`src/rtl/ldg_pkg.sv`:
```
package ldg_pkg;

    // synchronised control levels, all active-high after inversion
    typedef struct packed {
        logic ldac_low;
        logic clr_low;
        logic line_free;
    } ldg_ctl_t;

    // reset pattern of the raw (active-low style) synchroniser inputs:
    // strobe high, clear high, line released
    localparam logic [2:0] LDG_SYNC_RST = 3'b111;

    typedef enum logic [1:0] {
        LDG_IDLE    = 2'd0,
        LDG_PENDING = 2'd1
    } ldg_req_e;

    function automatic logic ldg_rise(input logic now_v, input logic prev_v);
        return now_v & ~prev_v;
    endfunction

endpackage

```
`src/rtl/ldg_sync.sv`:
```
module ldg_sync #(
    parameter int          W       = 3,
    parameter logic [W-1:0] RST_VAL = '1,
    parameter int          STAGES  = 2
) (
    input  logic         clk,
    input  logic         rst,
    input  logic [W-1:0] async_i,
    output logic [W-1:0] sync_o
);
    localparam int LAST = STAGES - 1;

    logic [W-1:0] chain_q [STAGES];

    generate
        for (genvar s = 0; s < STAGES; s++) begin : g_stage
            if (s == 0) begin : g_first
                always_ff @(posedge clk) begin
                    if (rst) chain_q[s] <= RST_VAL;
                    else     chain_q[s] <= async_i;
                end
            end else begin : g_next
                always_ff @(posedge clk) begin
                    if (rst) chain_q[s] <= RST_VAL;
                    else     chain_q[s] <= chain_q[s-1];
                end
            end
        end
    endgenerate

    assign sync_o = chain_q[LAST];
endmodule

```
`src/rtl/ldg_event.sv`:
```
module ldg_event
    import ldg_pkg::*;
(
    input  logic     clk,
    input  logic     rst,
    input  ldg_ctl_t ctl_i,
    input  logic     loc_free_i,
    output logic     fire_o,
    output logic     clr_force_o
);
    logic     ldac_low_q;
    logic     ready_q;
    ldg_req_e req_q;
    ldg_req_e req_d;

    logic ready;
    logic strobe_fall;
    logic ready_rise;
    logic trigger;

    assign ready       = loc_free_i & ctl_i.line_free;
    assign strobe_fall = ldg_rise(ctl_i.ldac_low, ldac_low_q);
    assign ready_rise  = ldg_rise(ready, ready_q);
    assign trigger     = strobe_fall | (ctl_i.ldac_low & ready_rise);

    assign fire_o = ~ctl_i.clr_low & ready & (trigger | (req_q == LDG_PENDING));
    assign clr_force_o = ctl_i.clr_low;

    always_comb begin
        req_d = req_q;
        if (ctl_i.clr_low)  req_d = LDG_IDLE;
        else if (fire_o)    req_d = LDG_IDLE;
        else if (trigger)   req_d = LDG_PENDING;
    end

    always_ff @(posedge clk) begin
        if (rst) begin
            ldac_low_q <= 1'b0;
            ready_q    <= 1'b0;
            req_q      <= LDG_IDLE;
        end else begin
            ldac_low_q <= ctl_i.ldac_low;
            ready_q    <= ready;
            req_q      <= req_d;
        end
    end
endmodule

```
`src/rtl/ldg_chan_bank.sv`:
```
module ldg_chan_bank #(
    parameter int NCH = 40
) (
    input  logic           clk,
    input  logic           rst,
    input  logic           fire_i,
    input  logic [NCH-1:0] wr_pulse_i,
    input  logic [NCH-1:0] sel_b_i,
    output logic [NCH-1:0] ld_o,
    output logic [NCH-1:0] ld_sel_b_o
);
    generate
        for (genvar c = 0; c < NCH; c++) begin : g_ch
            logic dirty_q;
            logic take;

            assign take = fire_i & dirty_q;

            always_ff @(posedge clk) begin
                if (rst) begin
                    dirty_q       <= 1'b0;
                    ld_o[c]       <= 1'b0;
                    ld_sel_b_o[c] <= 1'b0;
                end else begin
                    ld_o[c] <= take;
                    if (take) ld_sel_b_o[c] <= sel_b_i[c];
                    // a write in the load cycle keeps the flag set
                    dirty_q <= wr_pulse_i[c] | (dirty_q & ~fire_i);
                end
            end
        end
    endgenerate
endmodule

```
`src/rtl/ldg_gate.sv`:
```
module ldg_gate
    import ldg_pkg::*;
#(
    parameter int NCH = 40
) (
    input  logic           clk,
    input  logic           rst,
    input  logic           ldac_n_i,
    input  logic           clr_n_i,
    input  logic           busy_loc_n_i,
    input  logic           busy_line_n_i,
    output logic           busy_pull_o,
    input  logic [NCH-1:0] wr_pulse_i,
    input  logic [NCH-1:0] sel_b_i,
    output logic [NCH-1:0] ld_o,
    output logic [NCH-1:0] ld_sel_b_o,
    output logic           clr_force_o
);
    logic [2:0] raw_sync;
    ldg_ctl_t   ctl;
    logic       fire;

    ldg_sync #(
        .W       (3),
        .RST_VAL (LDG_SYNC_RST),
        .STAGES  (2)
    ) sync_i (
        .clk     (clk),
        .rst     (rst),
        .async_i ({ldac_n_i, clr_n_i, busy_line_n_i}),
        .sync_o  (raw_sync)
    );

    assign ctl.ldac_low  = ~raw_sync[2];
    assign ctl.clr_low   = ~raw_sync[1];
    assign ctl.line_free =  raw_sync[0];

    ldg_event event_i (
        .clk         (clk),
        .rst         (rst),
        .ctl_i       (ctl),
        .loc_free_i  (busy_loc_n_i),
        .fire_o      (fire),
        .clr_force_o (clr_force_o)
    );

    ldg_chan_bank #(.NCH(NCH)) bank_i (
        .clk        (clk),
        .rst        (rst),
        .fire_i     (fire),
        .wr_pulse_i (wr_pulse_i),
        .sel_b_i    (sel_b_i),
        .ld_o       (ld_o),
        .ld_sel_b_o (ld_sel_b_o)
    );

    assign busy_pull_o = ~busy_loc_n_i;
endmodule

```
`config.mk`:
```
export PLATFORM = sky130hd
export DESIGN_NAME = ldg_gate
export DESIGN_NICKNAME = d
export VERILOG_FILES = /design/src/rtl/ldg_pkg.sv /design/src/rtl/ldg_sync.sv /design/src/rtl/ldg_event.sv /design/src/rtl/ldg_chan_bank.sv /design/src/rtl/ldg_gate.sv
export SDC_FILE = /design/constraint.sdc
export NUM_CORES = 1
export LEC_CHECK = 0
export ABC_AREA = 1
export BUFFER_PORTS_ARGS = -buffer_cell sky130_fd_sc_hd__buf_2
export CAP_MARGIN = 20
export CORE_AREA = 2 2 95 97
export CTS_CLUSTER_SIZE = 10
export DETAILED_ROUTE_END_ITERATION = 12
export DIE_AREA = 0 0 97 99
export GPL_TIMING_DRIVEN = 0
export PLACE_DENSITY_LB_ADDON = 0.12
export SETUP_SLACK_MARGIN = 0.5
export SYNTH_ARGS = -nofsm -noshare
export SYNTH_HDL_FRONTEND = slang
export SYNTH_HIERARCHICAL = 1
export SYNTH_SLANG_ARGS = --single-unit
```
`constraint.sdc`:
```
create_clock -name clk -period 2.6 [get_ports clk]
set_clock_uncertainty 0.05 [all_clocks]
set_input_delay 0.78 -clock clk [delete_from_list [all_inputs] [get_ports clk]]
set_output_delay 0.78 -clock clk [all_outputs]
set_load 0.02 [all_outputs]
```
==> results of run 1 <==
[flip-flops by register name (all words and copies together) (netlist names)]
signal and cells:
bank_i/g_ch.dirty_q 40, bank_i/ld_o 40, bank_i/ld_sel_b_o 40, event_i/ldac_low_q 1
event_i/ready_q 1, event_i/req_q 1, sync_i/chain_q 6
[layer usage]
metal / vias to the layer above / global-route usage, %
met2: 118 / 36.3
li1: 2003 / -
met5: - / 0
met3: 14 / 5.96
met1: 1709 / 23.8
met4: 0 / 8.56
[cell type report]
class | count | area (um^2) | area share, %
Tap cell | 108 | 135 | 2.27
Inverter | 58 | 218 | 3.66
Clock inverter | 10 | 135 | 2.27
Multi-Input combinational cell | 337 | 1390 | 23.3
Sequential cell | 129 | 2580 | 43.4
Clock buffer | 21 | 449 | 7.55
Buffer | 23 | 205 | 3.45
Timing Repair Buffer | 167 | 836 | 14.0
[worst reg2reg max path, stage by stage (launching register included)]
cell,delay [ns]
dfxtp_1,0.29
inv_1,0.06
inv_1,0.05
or2_1,0.21
nand3_2,0.08
nand2_1,0.05
inv_1,0.06
buf_6,0.13
inv_2,0.08
buf_6,0.15
a21oi_1,0.17
nor2_1,0.06
[synthesized netlist by cell type]
cell type	count
nor2_1	157
nand4_1	1
buf_4	4
nor2_2	7
dfxtp_1	129
or2_1	1
inv_2	3
buf_12	2
nand2_2	18
a21oi_1	40
nand2_1	112
nand3_2	1
buf_2	9
inv_1	55
buf_6	8
[cells by family after synthesis]
| logic type | after synthesis |
|---|---|
| AOI/OAI and AO/OA | 40 |
| buffers and inverters | 81 |
| DFF | 129 |
| and+or+nand+nor | 297 |
[cells in the final DEF, fill, tap and decap left out, drive strengths merged]
cell	instances
nand4	1
clkinv	6
clkbuf	21
buf	190
inv	58
a21oi	40
bufinv	3
clkinvlp	1
nor2	164
nand2	130
or2	1
dfxtp	129
nand3	1
[where the power goes]
group	switching (uW)	internal, uW
clock network	821	1500
logic	178	134
registers	36.1	2050
total	1040	3690
[worst max path at each step]
stage | cells past startpoint | to
after floorplan | 1 | busy_pull_o
after global placement | 3 | busy_pull_o
after detailed placement | 10 | bank_i/ld_sel_b_o[8]
after CTS | 3 | clr_force_o
after global routing | 3 | clr_force_o
final | 3 | clr_force_o
[per-stage QoR]
stage	utilization, %	hold WS (ns)	setup slack, ns	std cells	power, uW
after floorplan	-	0.330	0.862	547	2310
final	69.6	0.354	0.626	853	4720
after global routing	69.6	0.378	0.562	853	4880
after detailed placement	62.7	0.341	0.662	822	2440
after CTS	69.6	0.355	0.607	853	4760
after global placement	62.7	0.332	0.681	822	2430
==> flow_metrics.env, run 1 <==
export IMPL_setup_viol=0
export IMPL_worstSkewPairLatency_ns=0.51
export IMPL_fillerInstances=743
export IMPL_power_density_mw_per_mm2=794
export IMPL_drt_iter0_drc=63
export IMPL_die_h_um=99
export IMPL_rsz0062_at_grt="false"
export IMPL_syn_area_mm2=0.00439
export IMPL_cts_path_max_buffers=2
export IMPL_cts_tree="done"
export IMPL_cts_sinks=129
export IMPL_netlist_instances=547
export IMPL_antenna_found_initial=0
export IMPL_synth_top_family_by_area="simple AND/OR/NAND/NOR gates"
export IMPL_min_period_over_period_pct=75.9
export IMPL_synth_cell_type_count=15
export IMPL_cts_root_buf="clkbuf_8"
export IMPL_critPathMaxStageDelay_ns=0.29
export IMPL_drc_errors=0
export IMPL_critPathArrivalTime_ns=1.14
export IMPL_end_kind="output port"
export IMPL_maxSlewViolCount=0
export IMPL_path_buf_inv=3
export IMPL_syn_area_per_cell_um2=8.03
export IMPL_slew_headroom_pct=80.8
export IMPL_syn_to_final_growth_pct=35.4
export IMPL_crit_path_start_kind="flip-flop"
export IMPL_rows=34
export IMPL_vias=3844
export IMPL_synth_seq_cells=129
export IMPL_grt_pass1_vias=3631
export IMPL_synthSimpleGateAreaFrac_pct=27.1
export IMPL_nets=819
export IMPL_dieWidth_um=97
export IMPL_design_area_mm2=0.00595
export IMPL_grt_start_max_net_pins=17
export IMPL_synth_area_mux_share_pct=0
export IMPL_synth_top_area_cell="dfxtp_1"
export IMPL_grt_use_total_pct=20.7
export IMPL_grt_pass1_wl_um=16000
export IMPL_postCtsSetupBuffers=0
export IMPL_pin_count=168
export IMPL_dpl_hpwl_um=6990
export IMPL_htreeDepth=4
export IMPL_met1Wirelength_um=4150
export IMPL_crit_slowest_cell="dfxtp_1"
export IMPL_timing_worst_setup_path_type="flip-flop to output port"
export IMPL_hold_end="sync_i/chain_q[1][1]"
export IMPL_p_leak_uw=0.00324
export IMPL_hold_class="flip-flop to flip-flop"
export IMPL_reg2reg_depth=11
export IMPL_setup_tns_ns=0
export IMPL_port_buffer_count=167
export IMPL_coreArea_mm2=0.00855
export IMPL_holdPathStages=2
export IMPL_synth_top_area_share_pct=58.8
export IMPL_synthXorXnorAreaFrac_pct=0
export IMPL_crit_fanout=3
export IMPL_timing_rr_end="bank_i/g_ch[28].dirty_q"
export IMPL_worstMarginPinSlew_ns=0.287
export IMPL_synth_area_top_cells="dfxtp_1, nor2_1, nand2_1"
export IMPL_antenna_left=0
export IMPL_dr_wl_met3_um=673
export IMPL_cp_required_ns=1.77
export IMPL_dieArea_mm2=0.00960
export IMPL_cts_hold_buffers=0
export IMPL_peakVddDrop_mv=0.500
export IMPL_synth_fa_ha_area_share_pct=0
export IMPL_max_cap_violations=0
export IMPL_drive_gt1_share_pct=33.3
export IMPL_clk_pin_slew_ns=0.06
export IMPL_syn_nets=633
export IMPL_outcome="finished clean"
export IMPL_overflow=0
export IMPL_ctsResizeCount=0
export IMPL_cpLargestDelayFamily="buffers and inverters"
export IMPL_route_top_layer_used="met4"
export IMPL_vias_per_cell=4.51
export IMPL_initial_core_util_pct=51.4
export IMPL_crit_chain="inv_1 > buf_4 > buf_2"
export IMPL_max_freq_mhz=507
export IMPL_num_antenna_cells=0
export IMPL_ys_seq_area_share_pct=58.8
export IMPL_hold_viol=0
export IMPL_min_period_ns=1.97
export IMPL_ys_warnings_count=6
export IMPL_min_from="sync_i/chain_q[0][1]"
export IMPL_first_pass_iters=4
export IMPL_routabilityCongestion=0.791
export IMPL_postPlaceCellArea_mm2=0.00537
export IMPL_r2r_setup_slack_ns=1.06
export IMPL_crit_start="sync_i/chain_q[1][1]"
export IMPL_met2_length_um=4920
export IMPL_wl_um=9910
export IMPL_avgRoutedWirePerCell_um=11.6
export IMPL_synth_compound_area_share_pct=4.56
export IMPL_cts_buffers=17
export IMPL_r2r_start="sync_i/chain_q[1][2]"
No activity file was read; power rests on OpenSTA's default activity.
==> run 2: changes to the inputs <==
CORE_AREA = 2 2 99 101   (was 2 2 95 97)
DIE_AREA = 0 0 101 103   (was 0 0 97 99)
clock period = 1.9 ns   (was 2.6 ns; I/O delays follow)
==> run 2 against run 1 <==
Non-clock buffer count grew 27. Sequential share of layout area shrank 9.8 points. Final cell count increased by 4.0%. Hold slack got worse by 0.18 ns. Routed wire length up 38%. Via count is 9.5% higher. Clock power up 36%. Register-to-register slack lost 0.85 ns. Utilization up 15 points. Highest routed layer unchanged. Die area rose by 8.3%. Critical endpoint unchanged.
==> flow_metrics.env, run 2 (same netlist as run 1, synthesis figures left out) <==
export IMPL_port_buffer_count=167
export IMPL_coreArea_mm2=0.00946
export IMPL_design_area_mm2=0.00798
export IMPL_rsz0062_at_grt="true"
export IMPL_outcome="finished clean"
export IMPL_avgRoutedWirePerCell_um=15.4
export IMPL_largestRegisters="bank_i/g_ch.dirty_q x40, bank_i/ld_o x40, bank_i/ld_sel_b_o x40"
export IMPL_wl_um=13700
export IMPL_path_buf_inv=3
export IMPL_dpl_hpwl_um=6850
export IMPL_crit_chain="inv_2 > buf_6 > buf_6"
export IMPL_htreeDepth=4
export IMPL_clk_pin_slew_ns=0.06
export IMPL_postPlaceCellArea_mm2=0.00543
export IMPL_grt_use_total_pct=22.4
export IMPL_peakVddDrop_mv=0.586
export IMPL_place_inst=828
export IMPL_cp_required_ns=1.28
export IMPL_maxSlewViolCount=0
export IMPL_dieArea_mm2=0.0104
export IMPL_initial_core_util_pct=46.5
export IMPL_hold_class="input pin to flip-flop"
export IMPL_drt_iter0_drc=75
export IMPL_cpLargestDelayFamily="flip-flops"
export IMPL_cts_sinks=129
export IMPL_cts_path_max_buffers=2
export IMPL_die_h_um=103
export IMPL_p_leak_uw=0.00382
export IMPL_vias=4209
export IMPL_crit_path_start_kind="flip-flop"
export IMPL_total_power_uw=6820
export IMPL_max_freq_mhz=582
export IMPL_rows=36
export IMPL_most_common_layout_cells="nor2_1, buf_2, buf_6, dfxtp_2, nand2_1"
export IMPL_power_density_mw_per_mm2=854
export IMPL_routabilityCongestion=0.779
export IMPL_setup_viol=0
export IMPL_crit_fanout=2
export IMPL_crit_slowest_cell="dfxtp_2"
export IMPL_grt_pass1_vias=3958
export IMPL_syn_to_final_growth_pct=81.6
export IMPL_cp_common_cell="buf_6"
export IMPL_antenna_found_initial=0
export IMPL_min_period_ns=1.72
export IMPL_overflow=0
export IMPL_min_from="ldac_n_i"
export IMPL_end_kind="output port"
export IMPL_crit_start="sync_i/chain_q[1][1]"
export IMPL_cts_tree="done"
export IMPL_pin_count=168
export IMPL_worstSkewPairLatency_ns=0.53
export IMPL_layout_commonest_cell="nor2_1"
export IMPL_fin_cells=887
export IMPL_cts_root_buf="clkbuf_8"
export IMPL_grt_start_max_net_pins=17
export IMPL_critPathMaxStageDelay_ns=0.32
export IMPL_nets=846
export IMPL_min_period_over_period_pct=90.4
export IMPL_post_route_util_pct=84.4
export IMPL_setup_tns_ns=0
export IMPL_num_antenna_cells=0
export IMPL_max_cap_violations=0
export IMPL_first_pass_iters=5
export IMPL_worstMarginPinSlew_ns=0.308
export IMPL_antenna_left=0
export IMPL_vias_per_cell=4.75
export IMPL_timing_worst_setup_path_type="flip-flop to output port"
export IMPL_slew_headroom_pct=79.4
export IMPL_drive_gt1_share_pct=64.9
export IMPL_hold_viol=0
export IMPL_grt_pass1_wl_um=18100
export IMPL_critPathArrivalTime_ns=1.10
export IMPL_dieWidth_um=101
export IMPL_r2r_start="sync_i/chain_q[1][2]"
export IMPL_drc_errors=0
export IMPL_cts_buffers=17
export IMPL_cts_hold_buffers=0
run 2: cell types whose count changed in the layout (fill, tap and decap cells not counted), moves of 32 or more:
cell	change
nor2_2	+32
nor2_1	-52
nand2_1	-49
dfxtp_1	-82
buf_2	-83
a21oi_1	-40
buf_6	+81
dfxtp_2	+82
run 2: layer usage:
layer / part of all wire [%] / vias to the layer above / track usage, %
met5: 0 / - / 0
met4: 2.5 / 0 / 12.1
met3: 5.2 / 35 / 6.37
met2: 55 / 138 / 38.8
met1: 38 / 1969 / 25.1
li1: - / 2067 / -
run 2: through the flow:
step                hold WS (ns)  setup WS [ns]
global route               0.162         0.0966
global placement           0.334          0.212
detailed placement         0.340          0.200
floorplan                  0.330          0.435
finish                     0.171          0.181
CTS                        0.155          0.167
run 2: worst register-to-register path, stage by stage, from the launching register on:
cell	delay, ns
dfxtp_2	0.32
inv_2	0.06
inv_2	0.03
or2_1	0.21
nand3_2	0.08
nand2_1	0.05
inv_1	0.06
buf_6	0.12
buf_6	0.12
clkinv_8	0.10
clkbuf_16	0.19
a21oi_2	0.12
nor2_1	0.06
run 2: path summary, 6_finish.rpt:
check / to / slack (ns) / cells after the start
setup / recovery: clr_force_o / 0.18 / 3
hold / removal: sync_i/chain_q[0][2] / 0.17 / 3
setup reg to reg: bank_i/g_ch[27].dirty_q / 0.21 / 12
hold reg to reg: sync_i/chain_q[1][1] / 0.35 / 2
run 2: repair_timing:
item	in CTS	in global routing
pin swaps	33	24
endpoints found under the setup margin	175	202
cloned	4	4
buffers inserted	14	5
resized for setup	383	111
run 2: area by class of cell:
type | instances | area (um^2)
sequential | 129 | 2690
inverter | 58 | 235
clock buffer | 23 | 467
fill | 523 | 1480
tap | 114 | 143
timing repair buffer | 194 | 1780
buffer | 23 | 269
clock inverter | 9 | 106
multi-input combinational | 337 | 2300
run 2: power breakdown:
| part | internal, uW | total [uW] | switching [uW] |
|---|---|---|---|
| clock | 1970 | 3150 | 1190 |
| sequential | 2820 | 2940 | 126 |
| combinational | 353 | 720 | 367 |
| total | 5140 | 6820 | 1680 |
==> run 3: changes to the inputs <==
CORE_AREA = 2 2 97 99   (was 2 2 99 101)
CTS_BUF_LIST = sky130_fd_sc_hd__clkbuf_4 sky130_fd_sc_hd__clkbuf_8   (was not set)
DIE_AREA = 0 0 99 101   (was 0 0 101 103)
==> run 3 against run 2 <==
Largest power group is now sequential cells. First-iteration DRC count down 15%. Count of clock-buffer cells in the layout down 4. Routed wire length decreased by 8.5%. Non-clock buffer count shrank 2. Via count shrank 1.9%. Critical endpoint unchanged. Largest cell class unchanged.
==> flow_metrics.env, run 3 (same netlist as run 1, synthesis figures left out) <==
export IMPL_outcome="finished clean"
export IMPL_vias_per_cell=4.68
export IMPL_fin_cells=882
export IMPL_dr_wl_met3_um=652
export IMPL_hold_class="input pin to flip-flop"
export IMPL_vias=4127
export IMPL_fillerInstances=493
export IMPL_max_cap_violations=0
export IMPL_setup_tns_ns=0
export IMPL_syn_to_final_growth_pct=74.1
export IMPL_hold_viol=0
export IMPL_crit_slowest_cell="dfxtp_2"
export IMPL_antenna_found_initial=0
export IMPL_met2_length_um=6820
export IMPL_dieArea_mm2=0.0100
export IMPL_pin_count=168
export IMPL_worstSkewPairLatency_ns=0.43
export IMPL_most_common_layout_cells="nor2_1, buf_2, buf_6, dfxtp_2, nand2_1"
export IMPL_timing_worst_setup_path_type="flip-flop to output port"
export IMPL_place_inst=825
export IMPL_grt_pass1_vias=4104
export IMPL_avgRoutedWirePerCell_um=14.2
export IMPL_crit_path_start_kind="flip-flop"
export IMPL_critPathMaxStageDelay_ns=0.32
export IMPL_dieWidth_um=99
export IMPL_drt_iter0_drc=64
export IMPL_antenna_left=0
export IMPL_critPathArrivalTime_ns=1.01
export IMPL_met1Wirelength_um=4640
export IMPL_min_period_ns=1.63
export IMPL_slew_headroom_pct=83.0
export IMPL_min_period_over_period_pct=85.6
export IMPL_layout_commonest_cell="nor2_1"
export IMPL_cts_tree="done"
export IMPL_port_buffer_count=167
export IMPL_rows=35
export IMPL_crit_fanout=2
export IMPL_cts_buffers=17
export IMPL_overflow=0
export IMPL_maxSlewViolCount=0
export IMPL_drc_errors=0
export IMPL_wl_um=12500
export IMPL_route_top_layer_used="met4"
export IMPL_power_density_mw_per_mm2=839
export IMPL_grt_pass1_wl_um=18100
export IMPL_p_leak_uw=0.00380
export IMPL_worstMarginPinSlew_ns=0.256
export IMPL_cts_path_max_buffers=2
export IMPL_design_area_mm2=0.00765
export IMPL_cp_required_ns=1.28
export IMPL_clk_pin_slew_ns=0.07
export IMPL_setup_viol=0
export IMPL_cts_hold_buffers=0
export IMPL_nets=844
export IMPL_drive_gt1_share_pct=65.4
export IMPL_rsz0062_at_grt="true"
export IMPL_routabilityCongestion=0.812
export IMPL_first_pass_iters=6
export IMPL_htreeDepth=4
export IMPL_end_kind="output port"
export IMPL_grt_use_total_pct=22.9
export IMPL_initial_core_util_pct=48.9
export IMPL_coreArea_mm2=0.00898
export IMPL_grt_start_max_net_pins=17
export IMPL_crit_chain="inv_2 > buf_6 > buf_6"
export IMPL_cts_root_buf="clkbuf_8"
export IMPL_die_h_um=101
export IMPL_fin_ws_ns=0.274
export IMPL_postPlaceCellArea_mm2=0.00542
export IMPL_cts_sinks=129
export IMPL_max_freq_mhz=615
export IMPL_peakVddDrop_mv=0.560
export IMPL_num_antenna_cells=0
export IMPL_pre_cts_slack_ns=0.175
export IMPL_cp_common_cell="buf_6"
export IMPL_largestRegisters="bank_i/g_ch.dirty_q x40, bank_i/ld_o x40, bank_i/ld_sel_b_o x40"
export IMPL_dpl_hpwl_um=6950
-- run 3: cell count changes in the layout (fill, tap and decap cells not counted), sizes merged --
cell	change
buf	-1
inv	+3
clkinvlp	-3
bufinv	+4
clkbuf	-5
-- run 3: report_power, final --
group | leakage, uW | internal [uW] | switching [uW] | total [uW]
logic | 0.00246 | 340 | 340 | 680
clock network | 0.000245 | 1730 | 1090 | 2820
registers | 0.00110 | 2810 | 105 | 2920
-- run 3: worst paths after layout --
path	from	end	slack [ns]	cells after the start
setup / recovery	sync_i/chain_q[1][1]	clr_force_o	0.27	3
hold / removal	clr_n_i	sync_i/chain_q[0][1]	0.27	3
setup reg to reg	sync_i/chain_q[1][2]	bank_i/ld_sel_b_o[9]	0.31	13
hold reg to reg	sync_i/chain_q[0][1]	sync_i/chain_q[1][1]	0.36	2
-- run 3: layout make-up --
class	count	area, um^2	area share [%]
sequential	129	2690	35.1
multi-input combinational	337	2090	27.3
timing repair buffer	192	1760	23.0
buffer	23	265	3.47
clock buffer	19	249	3.26
clock inverter	13	234	3.06
inverter	58	230	3.01
tap	111	139	1.82
-- run 3: layer usage --
metal  up-vias  global-route usage [%]
met4         0                    10.9
met2       134                    42.3
met1      1903                    24.5
met3        37                    5.69
li1       2053                       -
met5         -                       0
-- run 3: through the flow --
stage | hold slack [ns] | total power [uW] | util, %
6_report | 0.267 | 6420 | 85.2
5_1_grt | 0.271 | 6630 | 85.2
4_1_cts | 0.258 | 6360 | 80.2
3_5_place_dp | 0.339 | 3350 | 60.4
3_3_place_gp | 0.335 | 3340 | 60.4
2_1_floorplan | 0.330 | 3180 | -
-- run 3: critical path: cells and delay by family, from the launching register on --
family | cells | cell delay [ns]
buffers and inverters | 3 | 0.25
flip-flops | 1 | 0.32
-- run 3: repair_timing --
item / in CTS / in global routing
resized for setup: 368 / 94
cloned: 5 / 3
pin swaps: 27 / 23
endpoints found under the hold margin: 0 / 0
buffers inserted: 11 / 6
endpoints found under the setup margin: 163 / 202
